File: config.mk
export PLATFORM = sky130hd
export DESIGN_NAME = cond_flags_unit
export DESIGN_NICKNAME = d
export VERILOG_FILES = /design/src/rtl/cond_flags_pkg.sv /design/src/rtl/flag_calc.sv /design/src/rtl/ccr_store.sv /design/src/rtl/cond_flags_unit.sv
export SDC_FILE = /design/constraint.sdc
export NUM_CORES = 1
export LEC_CHECK = 0
export BUFFER_PORTS_ARGS = -buffer_cell sky130_fd_sc_hd__buf_4
export CAP_MARGIN = 15
export CORE_MARGIN = 1.5
export CORE_UTILIZATION = 33
export DETAILED_ROUTE_END_ITERATION = 8
export GPL_ROUTABILITY_DRIVEN = 0
export GPL_TIMING_DRIVEN = 0
export PLACE_DENSITY_LB_ADDON = 0.1
export SLEW_MARGIN = 30
export SYNTH_ARGS = -nofsm -noshare
export SYNTH_HDL_FRONTEND = slang
export SYNTH_SLANG_ARGS = --single-unit
export TNS_END_PERCENT = 30
File: constraint.sdc
create_clock -name clk_i -period 1 [get_ports clk_i]
set_input_delay 0.3 -clock clk_i [delete_from_list [all_inputs] [get_ports clk_i]]
set_output_delay 0.3 -clock clk_i [all_outputs]
set_load 0.05 [all_outputs]
File: src/rtl/cond_flags_pkg.sv
package cond_flags_pkg;
  localparam int unsigned CCR_W = 8;

  localparam int unsigned B_C = 0;
  localparam int unsigned B_V = 1;
  localparam int unsigned B_Z = 2;
  localparam int unsigned B_N = 3;
  localparam int unsigned B_I = 4;
  localparam int unsigned B_H = 5;
  localparam int unsigned B_X = 6;
  localparam int unsigned B_S = 7;

  localparam logic [CCR_W-1:0] CTRL_MASK = (1 << B_S) | (1 << B_X) | (1 << B_I);
  localparam logic [CCR_W-1:0] CCR_RST   = CTRL_MASK;

  typedef enum logic [2:0] {
    CLS_HOLD   = 3'd0,
    CLS_LDST   = 3'd1,
    CLS_ADD    = 3'd2,
    CLS_SUB    = 3'd3,
    CLS_LOGIC  = 3'd4,
    CLS_SHIFT  = 3'd5,
    CLS_MULDIV = 3'd6,
    CLS_INCDEC = 3'd7
  } flag_cls_e;
endpackage

File: src/rtl/flag_calc.sv
module flag_calc
  import cond_flags_pkg::*;
#(
  parameter int unsigned DATA_W = 8
) (
  input  flag_cls_e          cls_i,
  input  logic [DATA_W-1:0]  opa_i,
  input  logic [DATA_W-1:0]  opb_i,
  input  logic [DATA_W-1:0]  res_i,
  input  logic               carry_i,
  input  logic               ovf_i,
  input  logic               mderr_i,
  input  logic               shout_i,
  output logic [CCR_W-1:0]   wen_o,
  output logic [CCR_W-1:0]   val_o
);
  localparam int unsigned MSB = DATA_W - 1;

  logic n_w, z_w, h_w;

  assign n_w = res_i[MSB];
  assign z_w = ~|res_i;
  // half carry out of bit 3, recovered from operands and sum
  assign h_w = (opa_i[3] & opb_i[3]) | (opa_i[3] & ~res_i[3]) | (opb_i[3] & ~res_i[3]);

  always_comb begin
    wen_o = '0;
    val_o = '0;
    unique case (cls_i)
      CLS_LDST, CLS_LOGIC: begin
        wen_o[B_N] = 1'b1; wen_o[B_Z] = 1'b1; wen_o[B_V] = 1'b1;
        val_o[B_N] = n_w;  val_o[B_Z] = z_w;  val_o[B_V] = 1'b0;
      end
      CLS_ADD: begin
        wen_o[B_H] = 1'b1; wen_o[B_N] = 1'b1; wen_o[B_Z] = 1'b1;
        wen_o[B_V] = 1'b1; wen_o[B_C] = 1'b1;
        val_o[B_H] = h_w;  val_o[B_N] = n_w;  val_o[B_Z] = z_w;
        val_o[B_V] = ovf_i; val_o[B_C] = carry_i;
      end
      CLS_SUB: begin
        wen_o[B_N] = 1'b1; wen_o[B_Z] = 1'b1; wen_o[B_V] = 1'b1; wen_o[B_C] = 1'b1;
        val_o[B_N] = n_w;  val_o[B_Z] = z_w;  val_o[B_V] = ovf_i; val_o[B_C] = carry_i;
      end
      CLS_SHIFT: begin
        wen_o[B_N] = 1'b1; wen_o[B_Z] = 1'b1; wen_o[B_V] = 1'b1; wen_o[B_C] = 1'b1;
        val_o[B_N] = n_w;  val_o[B_Z] = z_w;
        val_o[B_V] = n_w ^ shout_i; val_o[B_C] = shout_i;
      end
      CLS_MULDIV: begin
        wen_o[B_C] = 1'b1;
        val_o[B_C] = mderr_i;
      end
      CLS_INCDEC: begin
        wen_o[B_N] = 1'b1; wen_o[B_Z] = 1'b1; wen_o[B_V] = 1'b1;
        val_o[B_N] = n_w;  val_o[B_Z] = z_w;  val_o[B_V] = ovf_i;
      end
      default: ;
    endcase
  end
endmodule

File: src/rtl/ccr_store.sv
module ccr_store
  import cond_flags_pkg::*;
(
  input  logic              clk_i,
  input  logic              rst_ni,
  input  logic              upd_i,
  input  logic [CCR_W-1:0]  wen_i,
  input  logic [CCR_W-1:0]  val_i,
  input  logic              ld_i,
  input  logic [CCR_W-1:0]  ld_d_i,
  output logic [CCR_W-1:0]  q_o
);
  for (genvar b = 0; b < CCR_W; b++) begin : g_bit
    if (CTRL_MASK[b]) begin : g_ctrl
      // control bits: direct load only
      always_ff @(posedge clk_i or negedge rst_ni) begin
        if (!rst_ni)   q_o[b] <= CCR_RST[b];
        else if (ld_i) q_o[b] <= ld_d_i[b];
      end
    end else begin : g_flag
      always_ff @(posedge clk_i or negedge rst_ni) begin
        if (!rst_ni)                  q_o[b] <= CCR_RST[b];
        else if (ld_i)                q_o[b] <= ld_d_i[b];
        else if (upd_i && wen_i[b])   q_o[b] <= val_i[b];
      end
    end
  end

  AST_LD_ALL: assert property (@(posedge clk_i) disable iff (!rst_ni)
    ld_i |=> q_o == $past(ld_d_i));
  AST_CTRL_HOLD: assert property (@(posedge clk_i) disable iff (!rst_ni)
    !ld_i |=> (q_o & CTRL_MASK) == $past(q_o & CTRL_MASK));
  AST_IDLE_HOLD: assert property (@(posedge clk_i) disable iff (!rst_ni)
    (!ld_i && !upd_i) |=> $stable(q_o));
endmodule

File: src/rtl/cond_flags_unit.sv
module cond_flags_unit
  import cond_flags_pkg::*;
#(
  parameter int unsigned DATA_W = 8
) (
  input  logic              clk_i,
  input  logic              rst_ni,
  input  logic              upd_i,
  input  logic [2:0]        cls_i,
  input  logic [DATA_W-1:0] opa_i,
  input  logic [DATA_W-1:0] opb_i,
  input  logic [DATA_W-1:0] res_i,
  input  logic              carry_i,
  input  logic              ovf_i,
  input  logic              mderr_i,
  input  logic              shout_i,
  input  logic              ccr_ld_i,
  input  logic [7:0]        ccr_d_i,
  output logic [7:0]        ccr_o,
  output logic              shcin_o
);
  flag_cls_e         cls_w;
  logic [CCR_W-1:0]  wen_w, val_w, ccr_q;

  assign cls_w = flag_cls_e'(cls_i);

  flag_calc #(.DATA_W(DATA_W)) calc_i (
    .cls_i   (cls_w),
    .opa_i   (opa_i),
    .opb_i   (opb_i),
    .res_i   (res_i),
    .carry_i (carry_i),
    .ovf_i   (ovf_i),
    .mderr_i (mderr_i),
    .shout_i (shout_i),
    .wen_o   (wen_w),
    .val_o   (val_w)
  );

  ccr_store store_i (
    .clk_i  (clk_i),
    .rst_ni (rst_ni),
    .upd_i  (upd_i),
    .wen_i  (wen_w),
    .val_i  (val_w),
    .ld_i   (ccr_ld_i),
    .ld_d_i (ccr_d_i),
    .q_o    (ccr_q)
  );

  assign ccr_o   = ccr_q;
  assign shcin_o = ccr_q[B_C];

  AST_HOLD_CLS: assert property (@(posedge clk_i) disable iff (!rst_ni)
    (upd_i && !ccr_ld_i && cls_i == 3'd0) |=> $stable(ccr_o));
  AST_LDST_VCLR: assert property (@(posedge clk_i) disable iff (!rst_ni)
    (upd_i && !ccr_ld_i && cls_i == 3'd1) |=> !ccr_o[B_V]);
  AST_ADD_C: assert property (@(posedge clk_i) disable iff (!rst_ni)
    (upd_i && !ccr_ld_i && cls_i == 3'd2) |=> ccr_o[B_C] == $past(carry_i));
  AST_SUB_H_HOLD: assert property (@(posedge clk_i) disable iff (!rst_ni)
    (upd_i && !ccr_ld_i && cls_i == 3'd3) |=> $stable(ccr_o[B_H]));
  AST_SHIFT_C: assert property (@(posedge clk_i) disable iff (!rst_ni)
    (upd_i && !ccr_ld_i && cls_i == 3'd5) |=> ccr_o[B_C] == $past(shout_i));
  AST_MULDIV_ONLY_C: assert property (@(posedge clk_i) disable iff (!rst_ni)
    (upd_i && !ccr_ld_i && cls_i == 3'd6) |=> (ccr_o[7:1] == $past(ccr_o[7:1])));
  AST_INCDEC_C_HOLD: assert property (@(posedge clk_i) disable iff (!rst_ni)
    (upd_i && !ccr_ld_i && cls_i == 3'd7) |=> $stable(ccr_o[B_C]));
endmodule

; ---- Word-level counts from Yosys, hierarchy flattened
; Index checks and enable logic that the tools add are counted.
[word_totals]
ff_bits = 8
input_bits = 43
out_inout_bits = 9
[classes]
n_eq_ne = 7
mux = 16
n_bitwise = 7
reduce_logical = 17
[op_table]
columns = op, n
row1 = $mux W1, 13
row2 = $eq A3 B3 Y1 const B, 4
row3 = $reduce_bool A2 Y1, 5
row4 = $pmux W3 S3, 1
row5 = $reduce_or A8 Y1, 1
row6 = $eq A3 B2 Y1 const B, 2
row7 = $reduce_or A6 Y1, 1
row8 = $logic_and A1 B1 Y1, 5
row9 = $reduce_or A2 Y1, 2
row10 = $reduce_or A4 Y1, 1
row11 = $and A1 B1 Y1, 3
row12 = $eq A3 B1 Y1 const B, 1
row13 = $mux W3, 1
row14 = $pmux W1 S3, 1
row15 = $reduce_or A3 Y1, 1
row16 = $or A1 B1 Y1, 2
row17 = $logic_not A1 Y1, 1
row18 = $not A1 Y1, 1
row19 = $xor A1 B1 Y1, 1

; ---- Depth between registers and ports, before layout
[depth]
depth_word = 7
mapped_depth = 5

; ---- Cells and area by module
; A second synthesis with hierarchy kept.
[unflattened]
cells_unflattened = 64
hier_area_um2 = 625.6
[modules_own_cells]
columns = module, n_inst, cells_per_inst, area_per_inst_um2
row1 = ccr_store, 1, 32, 392.9
row2 = flag_calc, 1, 31, 225.2
row3 = cond_flags_unit, 1, 1, 7.5

; ---- Least setup slack after synthesis
; OpenSTA, ideal clock, no wires.
[synth_path]
path_kind = input to register
from = input port cls_i[1]
to = register store_i.q_o[1]
arrival_ps = 1117
required_ps = 874
path_slack_ps = -243
path_stages = 5
n_path_buf = 1
cell_sequence = clkbuf_2 > xor2_1 > o21ai_2 > a211oi_1 > a311o_1
[synth_between]
elab_chain_cells = 5
[synth_lines]
columns = element, line
row1 = "start, declared", cond_flags_unit.sv:9  ; input logic [2:0] cls_i,
row2 = "$eq A3 B2 Y1, or another cell as far along", flag_calc.sv:29  ; unique case (cls_i)
row3 = "$reduce_or A3 Y1 (no line), or another cell as far along", -
row4 = $pmux W3 S3 / $mux W3 (equally long branches), flag_calc.sv:29
row5 = $mux W1 / $logic_and A1 B1 Y1 (equally long branches), ccr_store.sv:24  ; else if (upd_i && wen_i[b]) q_o[b] <= val_i[b];
row6 = $mux W1 / $reduce_bool A2 Y1 (equally long branches), -
row7 = "end signal, assigned by index", ccr_store.sv:22  ; if (!rst_ni) q_o[b] <= CCR_RST[b];
row8 = "end signal, assigned by index", ccr_store.sv:23  ; else if (ld_i) q_o[b] <= ld_d_i[b];
row9 = "end signal, assigned by index", ccr_store.sv:24
row10 = "end, declared", ccr_store.sv:11  ; output logic [CCR_W-1:0] q_o
; Parallel ways exist; a longest one is shown, timed or not. The select of a mux whose other input is x is not followed.
; A chain may end at the register's enable or synchronous reset.

; ---- Worst setup path after layout
[layout_path]
from = register store_i.q_o[4]
to = output port ccr_o[4]
[layout_rtl]
columns = element, line
row1 = "start signal, assigned by index", ccr_store.sv:17  ; if (!rst_ni) q_o[b] <= CCR_RST[b];
row2 = "start signal, assigned by index", ccr_store.sv:18  ; else if (ld_i) q_o[b] <= ld_d_i[b];
row3 = "end, declared", cond_flags_unit.sv:19  ; output logic [7:0] ccr_o,
; No word-level cell between the ends.

==> flow_summary.toml <==
[logic_synthesis]
synth.ff_latch_count = 8
synth_top_family_by_area = "simple AND/OR/NAND/NOR gates"
synth.area.mux_share_pct = 13.0
synthFlopType = "dfrtp_1"
syn_inst = 50
avgSynthCellArea_um2 = 9.81
synth_area_um2 = 490
synthArstFlopShare_pct = 100
ys.warnings.count = 0
ys_seq_area_share_pct = 41.6
synth.area.top_cells = "dfrtp_1 26%, dfstp_2 16%, mux2_2 6.9%"
synth_compound_area_share_pct = 16.1
synthXorXnorAreaFrac_pct = 3.57
synth.top_cell.area_share_pct = 25.5
synth.distinct_cells = 29
yosys.area_share.simple_pct = 18.9
synth_area_leader_cell = "dfrtp_1"
synth_edf_count = 0
synth_nets = 93
synthAdderAreaFrac_pct = 2.04

[global_route]
grt.overflow.total = 0
grt_pass1_wl_mm = 2.30
first_global_vias = 558
grt_usage_pct = 17.4
antenna_found_initial = 0
grt_max_degree = 11

[final_layout]
nets = 135
nFillCells = 120
drive_above_1_share_pct = 57.1
num_antenna_cells = 0
top_regs = "store_i.q_o: 8 flops"
multi_input_area_um2 = 278
largest_register = "store_i.q_o"
final-seq-area_um2 = 204
area_growth_pct = 82.1
largest_register_ffs = 8

[timing]
holdWs_ns = 0.267
relSlewSlack_pct = 83.2
skew_ns = 0
fmax_ghz = 0.807
post-route-period-util_pct = 124
slew_viol_final = 0
worst_pin_slew_ns = 0.250
totalNegativeSetupSlack_ns = -1.49
period_needed_ns = 1.24
rsz0062_at_grt = "yes"
setup_viol = 11
final_hold_viol_count = 0
finalWorstSetupSlack_ns = -0.239

[clock_tree]
cts_made_buffers = 3
clock-sinks = 8
cts.clk_slew.worst_paths_ns = 0.06
cts_tree = "yes"
clk_path_buf_depth = 2
htreeDepth = 1
insertion_delay_ns = 0.25
clk_root_buffer_cell = "clkbuf_4"

[power_and_ir_drop]
power_leakage_nw = 0.429
powerDensity_mw_per_mm2 = 1230
peakVddDrop_mv = 0.947

[worst_setup_path]
cp-start-kind = "flip-flop"
path_cells = "buf_8"
cp_top_family = "flip-flops"
endpoint_kind = "output pin"
worstPathArrival_ns = 0.94
critPathMaxFanout = 2
cp.buffers_inverters = 1
critPathKind = "flip-flop to output pin"
required_ns = 0.70
crit_slowest_cell = "dfstp_2"
cp_slowest_stage_delay_ns = 0.54

[placement]
io_buffers = 36
dp_hpwl_mm = 1.03

[drt]
vias = 528
first_iter_violations = 5
post_drt_wl_per_cell_um = 12.7
viasPerCell = 4.98
drt_wl_total_mm = 1.34
detail-route-antenna-nets = 0
drc = 0
dr.pass1.iters = 2

[die]
rows = 13
core_mm2 = 0.00135
ioPinCount = 52
dieArea_mm2 = 0.00173
start_util_pct = 36.3
die_w_um = 41.6
die_y_um = 41.6

[flow_run]
drv_cap = 0

[hold_path]
hold_path_class = "primary input to flip-flop"

[status]
failed_checks = "setup timing"
status = "complete, but fails checks"
==> path summary, 6_finish.rpt <==
kind / slack, ns / depth (start not counted) / end / from
min in group asynchronous: 0.41 / 2 / store_i.q_o[1] / rst_ni
setup / recovery: -0.24 / 1 / ccr_o[4] / store_i.q_o[4]
setup reg to reg: 0.18 / 1 / store_i.q_o[1] / store_i.q_o[1]
hold / removal: 0.27 / 3 / store_i.q_o[0] / ccr_d_i[0]
max in group asynchronous: 0.38 / 2 / store_i.q_o[6] / rst_ni
hold reg to reg: 0.54 / 1 / store_i.q_o[2] / store_i.q_o[2]
==> timing repair <==
| item | 4_1_cts | 5_1_grt |
|---|---|---|
| setup endpoints to repair | 13 | 12 |
| buffers inserted | 0 | 0 |
| gates resized for setup | 14 | 1 |
| endpoints found under the hold margin | 5 | 0 |
| hold buffers | 1 | 0 |
==> per-layer routing <==
| layer | vias up | wire length, um | GRT usage (%) |
|---|---|---|---|
| li1 | 261 | - | - |
| met2 | 21 | 661 | 27.5 |
| met4 | 0 | 31 | 11.6 |
| met3 | 5 | 110 | 4.78 |
| met1 | 241 | 537 | 20.3 |
| met5 | - | 0 | 0 |
==> synth_stat cells (all sizes together), types with 2 or more instances <==
cell    number
nor2         2
nor3         2
clkbuf       2
mux2i        3
o21ai        4
xor2         2
nand2        6
mux2         3
inv          2
dfstp        3
dfrtp        5
nand4b       2
==> cell type report <==
type,instances,share of cell area [%]
well taps,15,2.10
repair buffers,37,36.0
inverters,2,0.840
multi-input cells,37,31.1
plain buffers,3,4.20
clock buffers,4,2.94
flip-flops and latches,8,22.8
==> logic make-up after synthesis <==
| group | count (synthesis) |
|---|---|
| compound gates | 11 |
| xor+xnor | 2 |
| fa+ha+maj | 1 |
| buf+inv | 5 |
| flops | 8 |
| mux | 6 |
| simple gates | 17 |
==> metrics by stage <==
step	util (%)	instances	total power, mW	cell area, um2	setup slack (ns)
floorplan	-	50	0.618	518	-0.220
global placement	59.8	101	0.786	807	-0.336
CTS	65.6	106	1.11	886	-0.256
detailed placement	59.8	101	0.789	807	-0.348
global route	66.2	106	1.15	893	-0.272
finish	66.2	106	1.10	893	-0.239
==> cell usage in the layout, fill, tap and decap left out, types with 2 or more instances in the layout <==
cell	instances
buf_4	28
buf_6	7
nand2_1	6
dfrtp_1	5
mux2_2	3
mux2i_1	3
o21ai_1	3
clkbuf_4	3
dfstp_2	3
nand4b_1	2
inv_1	2
nor3_1	2
nor2_1	2
buf_8	2
==> report_power, final <==
part	total, mW	switching, mW	leakage, nW	internal, mW
registers	0.389	0.0238	0.0923	0.366
clock network	0.266	0.113	0.0150	0.153
logic	0.440	0.229	0.322	0.211
total	1.10	0.366	0.429	0.730
Note: power is estimated with default switching activity, not from simulation.
